`config.mk`:
```
export PLATFORM = sky130hd
export DESIGN_NAME = brk_resolve
export DESIGN_NICKNAME = d
export VERILOG_FILES = /design/src/rtl/brk_pkg.sv /design/src/rtl/brk_decode.sv /design/src/rtl/brk_cond.sv /design/src/rtl/brk_target.sv /design/src/rtl/brk_resolve.sv
export SDC_FILE = /design/constraint.sdc
export NUM_CORES = 1
export LEC_CHECK = 0
export BUFFER_PORTS_ARGS = -buffer_cell sky130_fd_sc_hd__buf_2
export CAP_MARGIN = 25
export CORE_MARGIN = 1
export CORE_UTILIZATION = 50
export CTS_BUF_LIST = sky130_fd_sc_hd__clkbuf_4 sky130_fd_sc_hd__clkbuf_8
export DETAILED_ROUTE_END_ITERATION = 8
export GPL_ROUTABILITY_DRIVEN = 0
export HOLD_SLACK_MARGIN = 0.12
export PLACE_DENSITY_LB_ADDON = 0.05
export SLEW_MARGIN = 5
export SYNTH_ARGS = -nofsm -noshare
export SYNTH_HDL_FRONTEND = slang
export SYNTH_SLANG_ARGS = --single-unit
```
`constraint.sdc`:
```
create_clock -name clk -period 6 [get_ports clk]
set_clock_uncertainty 0.2 [all_clocks]
set_input_delay 0.6 -clock clk [delete_from_list [all_inputs] [get_ports clk]]
set_output_delay 0.6 -clock clk [all_outputs]
set_load 0.005 [all_outputs]
```
`src/rtl/brk_pkg.sv`:
```
package brk_pkg;
  localparam int IMM_W = 8;

  localparam logic [7:0] OP_REL_LONG  = 8'h40;
  localparam logic [7:0] OP_IDX_LONG  = 8'h41;
  localparam logic [7:0] OP_REL_QUICK = 8'h50;
  localparam logic [7:0] OP_IDX_QUICK = 8'h51;

  typedef enum logic [2:0] {
    FMT_NONE,
    FMT_REL_LONG,
    FMT_IDX_LONG,
    FMT_REL_QUICK,
    FMT_IDX_QUICK
  } fmt_e;

  typedef struct packed {
    fmt_e             fmt;
    logic             pol;   // polarity bit of the mask
    logic [2:0]       sel;   // {v, n, z} flag selects
    logic [IMM_W-1:0] imm;
  } dec_t;
endpackage

```
`src/rtl/brk_decode.sv`:
```
module brk_decode
  import brk_pkg::*;
#(
  parameter int XLEN = 32
) (
  input  logic [XLEN-1:0] instr,
  output dec_t            dec
);
  localparam int OPC_LO  = XLEN - 8;
  localparam int MASK_HI = 19;
  localparam int MASK_LO = 16;

  logic [7:0] opc;
  logic       unused_fields;

  assign opc           = instr[XLEN-1:OPC_LO];
  assign unused_fields = ^{instr[OPC_LO-1:MASK_HI+1], instr[MASK_LO-1:IMM_W]};

  always_comb begin
    dec.pol = instr[MASK_HI];
    dec.sel = instr[MASK_HI-1:MASK_LO];
    dec.imm = instr[IMM_W-1:0];
    unique case (opc)
      OP_REL_LONG:  dec.fmt = FMT_REL_LONG;
      OP_IDX_LONG:  dec.fmt = FMT_IDX_LONG;
      OP_REL_QUICK: dec.fmt = FMT_REL_QUICK;
      OP_IDX_QUICK: dec.fmt = FMT_IDX_QUICK;
      default:      dec.fmt = FMT_NONE;
    endcase
  end
endmodule

```
`src/rtl/brk_cond.sv`:
```
module brk_cond #(
  parameter int NFLAGS = 3
) (
  input  logic [NFLAGS-1:0] sel,
  input  logic [NFLAGS-1:0] flags,
  input  logic              pol,
  output logic              pass
);
  logic [NFLAGS-1:0] lane;

  for (genvar g = 0; g < NFLAGS; g++) begin : g_lane
    assign lane[g] = sel[g] & flags[g];
  end

  assign pass = ((|lane) == pol);
endmodule

```
`src/rtl/brk_target.sv`:
```
module brk_target
  import brk_pkg::*;
#(
  parameter int XLEN    = 32,
  parameter int PC_STEP = 1
) (
  input  fmt_e             fmt,
  input  logic [XLEN-1:0]  pc,
  input  logic [XLEN-1:0]  idx_val,
  input  logic [XLEN-1:0]  ext_word,
  input  logic [IMM_W-1:0] imm,
  output logic [XLEN-1:0]  target,
  output logic [XLEN-1:0]  fallthru,
  output logic             is_long,
  output logic             is_branch
);
  localparam logic [XLEN-1:0] STEP1 = XLEN'(PC_STEP);
  localparam logic [XLEN-1:0] STEP2 = XLEN'(2 * PC_STEP);

  logic            use_idx;
  logic [XLEN-1:0] base;
  logic [XLEN-1:0] offs;
  logic [XLEN-1:0] imm_sx;

  assign is_branch = (fmt != FMT_NONE);
  assign is_long   = (fmt == FMT_REL_LONG) || (fmt == FMT_IDX_LONG);
  assign use_idx   = (fmt == FMT_IDX_LONG) || (fmt == FMT_IDX_QUICK);
  assign imm_sx    = {{(XLEN-IMM_W){imm[IMM_W-1]}}, imm};
  assign base      = use_idx ? idx_val : pc;
  assign offs      = is_long ? ext_word : imm_sx;
  assign target    = is_branch ? (base + offs) : '0;
  assign fallthru  = pc + (is_long ? STEP2 : STEP1);
endmodule

```
`src/rtl/brk_resolve.sv`:
```
module brk_resolve
  import brk_pkg::*;
#(
  parameter int XLEN    = 32,
  parameter int PC_STEP = 1
) (
  input  logic            clk,
  input  logic            rst,
  input  logic            in_valid,
  input  logic [XLEN-1:0] instr,
  input  logic [XLEN-1:0] ext_word,
  input  logic [XLEN-1:0] pc,
  input  logic [XLEN-1:0] idx_val,
  input  logic            flag_v,
  input  logic            flag_n,
  input  logic            flag_z,
  output logic            out_valid,
  output logic            taken,
  output logic [XLEN-1:0] target,
  output logic [XLEN-1:0] next_pc,
  output logic            disp_used,
  output logic            not_branch
);
  localparam int NFLAGS = 3;

  dec_t            dec;
  logic            cond_pass;
  logic [XLEN-1:0] tgt_c;
  logic [XLEN-1:0] fall_c;
  logic            long_c;
  logic            br_c;
  logic            take_c;

  brk_decode #(.XLEN(XLEN)) u_dec (
    .instr (instr),
    .dec   (dec)
  );

  brk_cond #(.NFLAGS(NFLAGS)) u_cond (
    .sel   (dec.sel),
    .flags ({flag_v, flag_n, flag_z}),
    .pol   (dec.pol),
    .pass  (cond_pass)
  );

  brk_target #(.XLEN(XLEN), .PC_STEP(PC_STEP)) u_tgt (
    .fmt       (dec.fmt),
    .pc        (pc),
    .idx_val   (idx_val),
    .ext_word  (ext_word),
    .imm       (dec.imm),
    .target    (tgt_c),
    .fallthru  (fall_c),
    .is_long   (long_c),
    .is_branch (br_c)
  );

  assign take_c = br_c & cond_pass;

  always_ff @(posedge clk) begin
    if (rst) begin
      out_valid  <= 1'b0;
      taken      <= 1'b0;
      target     <= '0;
      next_pc    <= '0;
      disp_used  <= 1'b0;
      not_branch <= 1'b0;
    end else begin
      out_valid <= in_valid;
      if (in_valid) begin
        taken      <= take_c;
        target     <= tgt_c;
        next_pc    <= take_c ? tgt_c : fall_c;
        disp_used  <= br_c & long_c;
        not_branch <= ~br_c;
      end
    end
  end

  assert_latency_R2: assert property (@(posedge clk) disable iff (rst)
    in_valid |=> out_valid);
  assert_hold_R2: assert property (@(posedge clk) disable iff (rst)
    !in_valid |=> !out_valid && $stable(taken) && $stable(target) && $stable(next_pc));
  assert_always_mask_R3: assert property (@(posedge clk) disable iff (rst)
    in_valid && (instr[31:24] == OP_REL_QUICK) && (instr[19:16] == 4'b0000) |=> taken);
  assert_never_mask_R3: assert property (@(posedge clk) disable iff (rst)
    in_valid && (instr[31:24] == OP_IDX_LONG) && (instr[19:16] == 4'b1000) |=> !taken);
  assert_long_disp_R4: assert property (@(posedge clk) disable iff (rst)
    in_valid && (instr[31:24] == OP_REL_LONG) |=> disp_used && !not_branch);
  assert_taken_next_R8: assert property (@(posedge clk) disable iff (rst)
    out_valid && taken |-> next_pc == target);
  assert_nonbranch_R9: assert property (@(posedge clk) disable iff (rst)
    not_branch |-> !taken && !disp_used);
endmodule

```
==> impl_metrics.csv <==
group,metric,value,unit
status,status,"complete, but fails checks",
status,violations,"design-rule violations",
cts,cts_max_path_buffers,2,
route,dr.pass1.iters,9,
die,fp.dieH,107,um
route,vias,5912,
global_route,grt_pass1_vias,5357,
die,io_pins,202,
synthesis,synth_compound_area_share,26.6,%
synthesis,synthXorXnorAreaFrac,9.50,%
cells_and_area,layout_common_cells,"189 x buf_2, 74 x nand2_1, 68 x dfxtp_1, 52 x a21oi_1, 51 x nor2_1",
timing,slew_headroom,39.9,%
placement,hpwl,14500,um
die,start_util,51.3,%
cells_and_area,drive_gt1_share,30.7,%
timing,post-route-period-util,84.1,%
worst_setup_path,slowest_delay,0.77,ns
synthesis,synth.area.top_cells,"dfxtp_1 25%, mux2_2 7.7%, ha_1 7.5%",
synthesis,avgSynthCellArea,8.00,sq um
global_route,grt.met3_usage,3.71,%
timing,fmax,198,MHz
route,drc,1,
cells_and_area,area_delta_synth_final,21.9,%
worst_setup_path,r2r_setup_slack,4.86,ns
die,num_rows,38,
cts,post-cts-setup-buffers,0,
min_path,hp-start,"target[27]$_SDFFE_PP0P_",
global_route,antenna_found_initial,0,
route,drtAntennaViolNets,0,
cts,hold_buffers,0,
worst_setup_path,end_kind,"flip-flop",
cts,cts_htree_levels,3,
global_route,use_met2,47.6,%
route,drtIter0Drc,478,
worst_setup_path,r2r_cells,4,
cts,cts-root-buf,"clkbuf_8",
min_path,hold_path_depth,2,
die,die_area,11500,sq um
route,vias_per_cell,5.90,
min_path,hold_path.class,"flip-flop to flip-flop",
run,drv_cap,0,
power_and_ir_drop,powerDensity,187,nW/um^2
worst_setup_path,worstPathCellList,"buf_2 -> or4b_4 -> nor3_2 -> nand2_1 -> mux2_2 -> ha_1 -> a21oi_1 -> o21ai_1 -> or2_1 -> o21ai_1 -> nand2_1 -> o311ai_0 -> nand2_1 -> a32o_1",
timing,final_max_slew_viol_count,0,
synthesis,netlist_instances,692,
worst_setup_path,critical-path-slowest-cell,"o311ai_0",
cts,clk_latency,0.35,ns
global_route,grt_pass1_wl,27600,um
synthesis,async_reset_ff_share,0,%
timing,rsz0062_at_grt,"false",
cells_and_area,finalNetCount,1026,
power_and_ir_drop,p_leak,3.15,nW
timing,finalSetupViolations,0,
cts,numCtsBuffers,9,
timing,worst_pin_slew,0.891,ns
cells_and_area,layout_commonest_cell,"buf_2",
synthesis,synth.area.mux_share,8.28,%
min_path,min_to,"target[27]$_SDFFE_PP0P_",
synthesis,yosys.area_share.simple,19.0,%
synthesis,synthFlopType,"dfxtp_1",
global_route,grt_use_met1,44.5,%
cts,cts.sinks,68,
synthesis,yosys.area.top_type,"dfxtp_1",
route,routed_wl,17900,um
synthesis,synth_edf_count,0,
timing,whs,0.252,ns
cells_and_area,num_antenna_cells,0,
worst_setup_path,startpoint_type,"primary input",
power_and_ir_drop,peakVddDrop,0.000155,V
synthesis,synth_top_area_share,24.6,%
route,wl_per_cell,17.8,um
synthesis,synth_nets,861,
synthesis,ys_seq_area_share,24.6,%
synthesis,yosysWarnings,0,
placement,port_buffers,189,
worst_setup_path,reg2reg_to,"next_pc[27]$_SDFFE_PP0P_",
cts,cts.clk_slew.worst_paths,0.08,ns
global_route,top_usage_layer,"met2",
worst_setup_path,rr_startpoint,"next_pc[27]$_SDFFE_PP0P_",
global_route,overflow,0,
worst_setup_path,required,6.05,ns
synthesis,synth.distinct_cells,66,
global_route,grt_max_degree,40,
cts,cts_tree,"done",
global_route,grt_usage,31.2,%
die,die_w,107,um
synthesis,synth_top_family_by_area,"compound AO/OA/AOI/OAI gates",
worst_setup_path,crit_type,"primary input to flip-flop",
die,core,10800,sq um
worst_setup_path,worst-path-max-fanout,17,
synthesis,synth_fa_ha_area_share,8.19,%
worst_setup_path,path_buf_inv,1,
cts,ctsResizeCount,0,
timing,period_needed,5.05,ns
synthesis,syn_area,5530,sq um
worst_setup_path,crit_arrival,5.10,ns
timing,fin_setup_tns,0,ns
timing,hold_violations,0,
synthesis,ys_ff_latch,68,
worst_setup_path,cpMostUsedCell,"nand2_1",
worst_setup_path,cp_top_family,"compound AO/OA/AOI/OAI gates",
[metal layers]
metal,vias to the layer above,part of all wire [%]
met5,-,0
met4,0,2.9
met3,40,7.6
met2,275,43
met1,2734,47
li1,2863,-
[kinds of logic (layout without fill, tap and decap cells)]
group / count (synthesis) / after routing
simple gates: 216 / 216
flops: 68 / 68
mux: 41 / 41
compound gates: 217 / 217
buf+inv: 55 / 225
xor+xnor: 60 / 60
fa+ha+maj: 35 / 35
[cells in the mapped netlist (12+ instances only)]
master and instances:
a21oi_1 52, o21ai_0 31, mux2_2 38, ha_1 33, xnor2_1 31, a22o_1 16
a21o_1 38, inv_1 12, nand2_1 74, xor2_1 29, nand3_1 24, dfxtp_1 68
clkbuf_1 33, and3_1 12, nor2_1 52
[worst reg2reg max path, cell delays in order (launching register included)]
cell	delay, ns
dfxtp_1	0.32
a22oi_1	0.17
o21ai_1	0.09
a21oi_1	0.14
a21oi_1	0.08
[state kept, by name, summed over array words and instances (netlist names)]
signal and flops:
next_pc 32, taken 1, disp_used 1, out_valid 1, not_branch 1, target 32
[stage by stage]
step	setup slack [ns]	std cells	utilization (%)	instance area [sq um]	power (W)
final	0.952	1002	62.5	6740	0.00126
after global routing	0.641	1002	62.5	6740	0.00132
after CTS	1.09	1002	62.5	6740	0.00126
after detailed placement	0.706	986	60.7	6550	0.000890
after global placement	0.886	986	60.7	6550	0.000882
after floorplan	1.36	692	-	5530	0.000736
[area by class of cell]
| class | count | area, sq um |
|---|---|---|
| Timing Repair Buffer | 196 | 998 |
| Sequential cell | 68 | 1360 |
| Fill cell | 1010 | 4050 |
| Inverter | 13 | 48.8 |
| Multi-Input combinational cell | 569 | 3970 |
| Tap cell | 140 | 175 |
| Clock inverter | 5 | 52.6 |
| Clock buffer | 11 | 139 |
[how the worst max path moves through the flow]
| stage | startpoint | to | slack (ns) | cells after the start |
|---|---|---|---|---|
| global route | instr[25] | next_pc[21]$_SDFFE_PP0P_ | 0.64 | 15 |
| detailed placement | instr[25] | next_pc[21]$_SDFFE_PP0P_ | 0.71 | 15 |
| CTS | instr[25] | next_pc[21]$_SDFFE_PP0P_ | 1.09 | 14 |
| finish | instr[25] | next_pc[21]$_SDFFE_PP0P_ | 0.95 | 14 |
| floorplan | instr[25] | next_pc[24]$_SDFFE_PP0P_ | 1.36 | 17 |
| global placement | instr[25] | next_pc[21]$_SDFFE_PP0P_ | 0.89 | 15 |
[where the power goes]
group	switching, W	leakage (nW)	internal (W)
sequential	0.00000911	0.555	0.000467
clock	0.000172	0.0999	0.000199
combinational	0.000249	2.49	0.000167
Note: power is estimated with default switching activity, not from simulation.
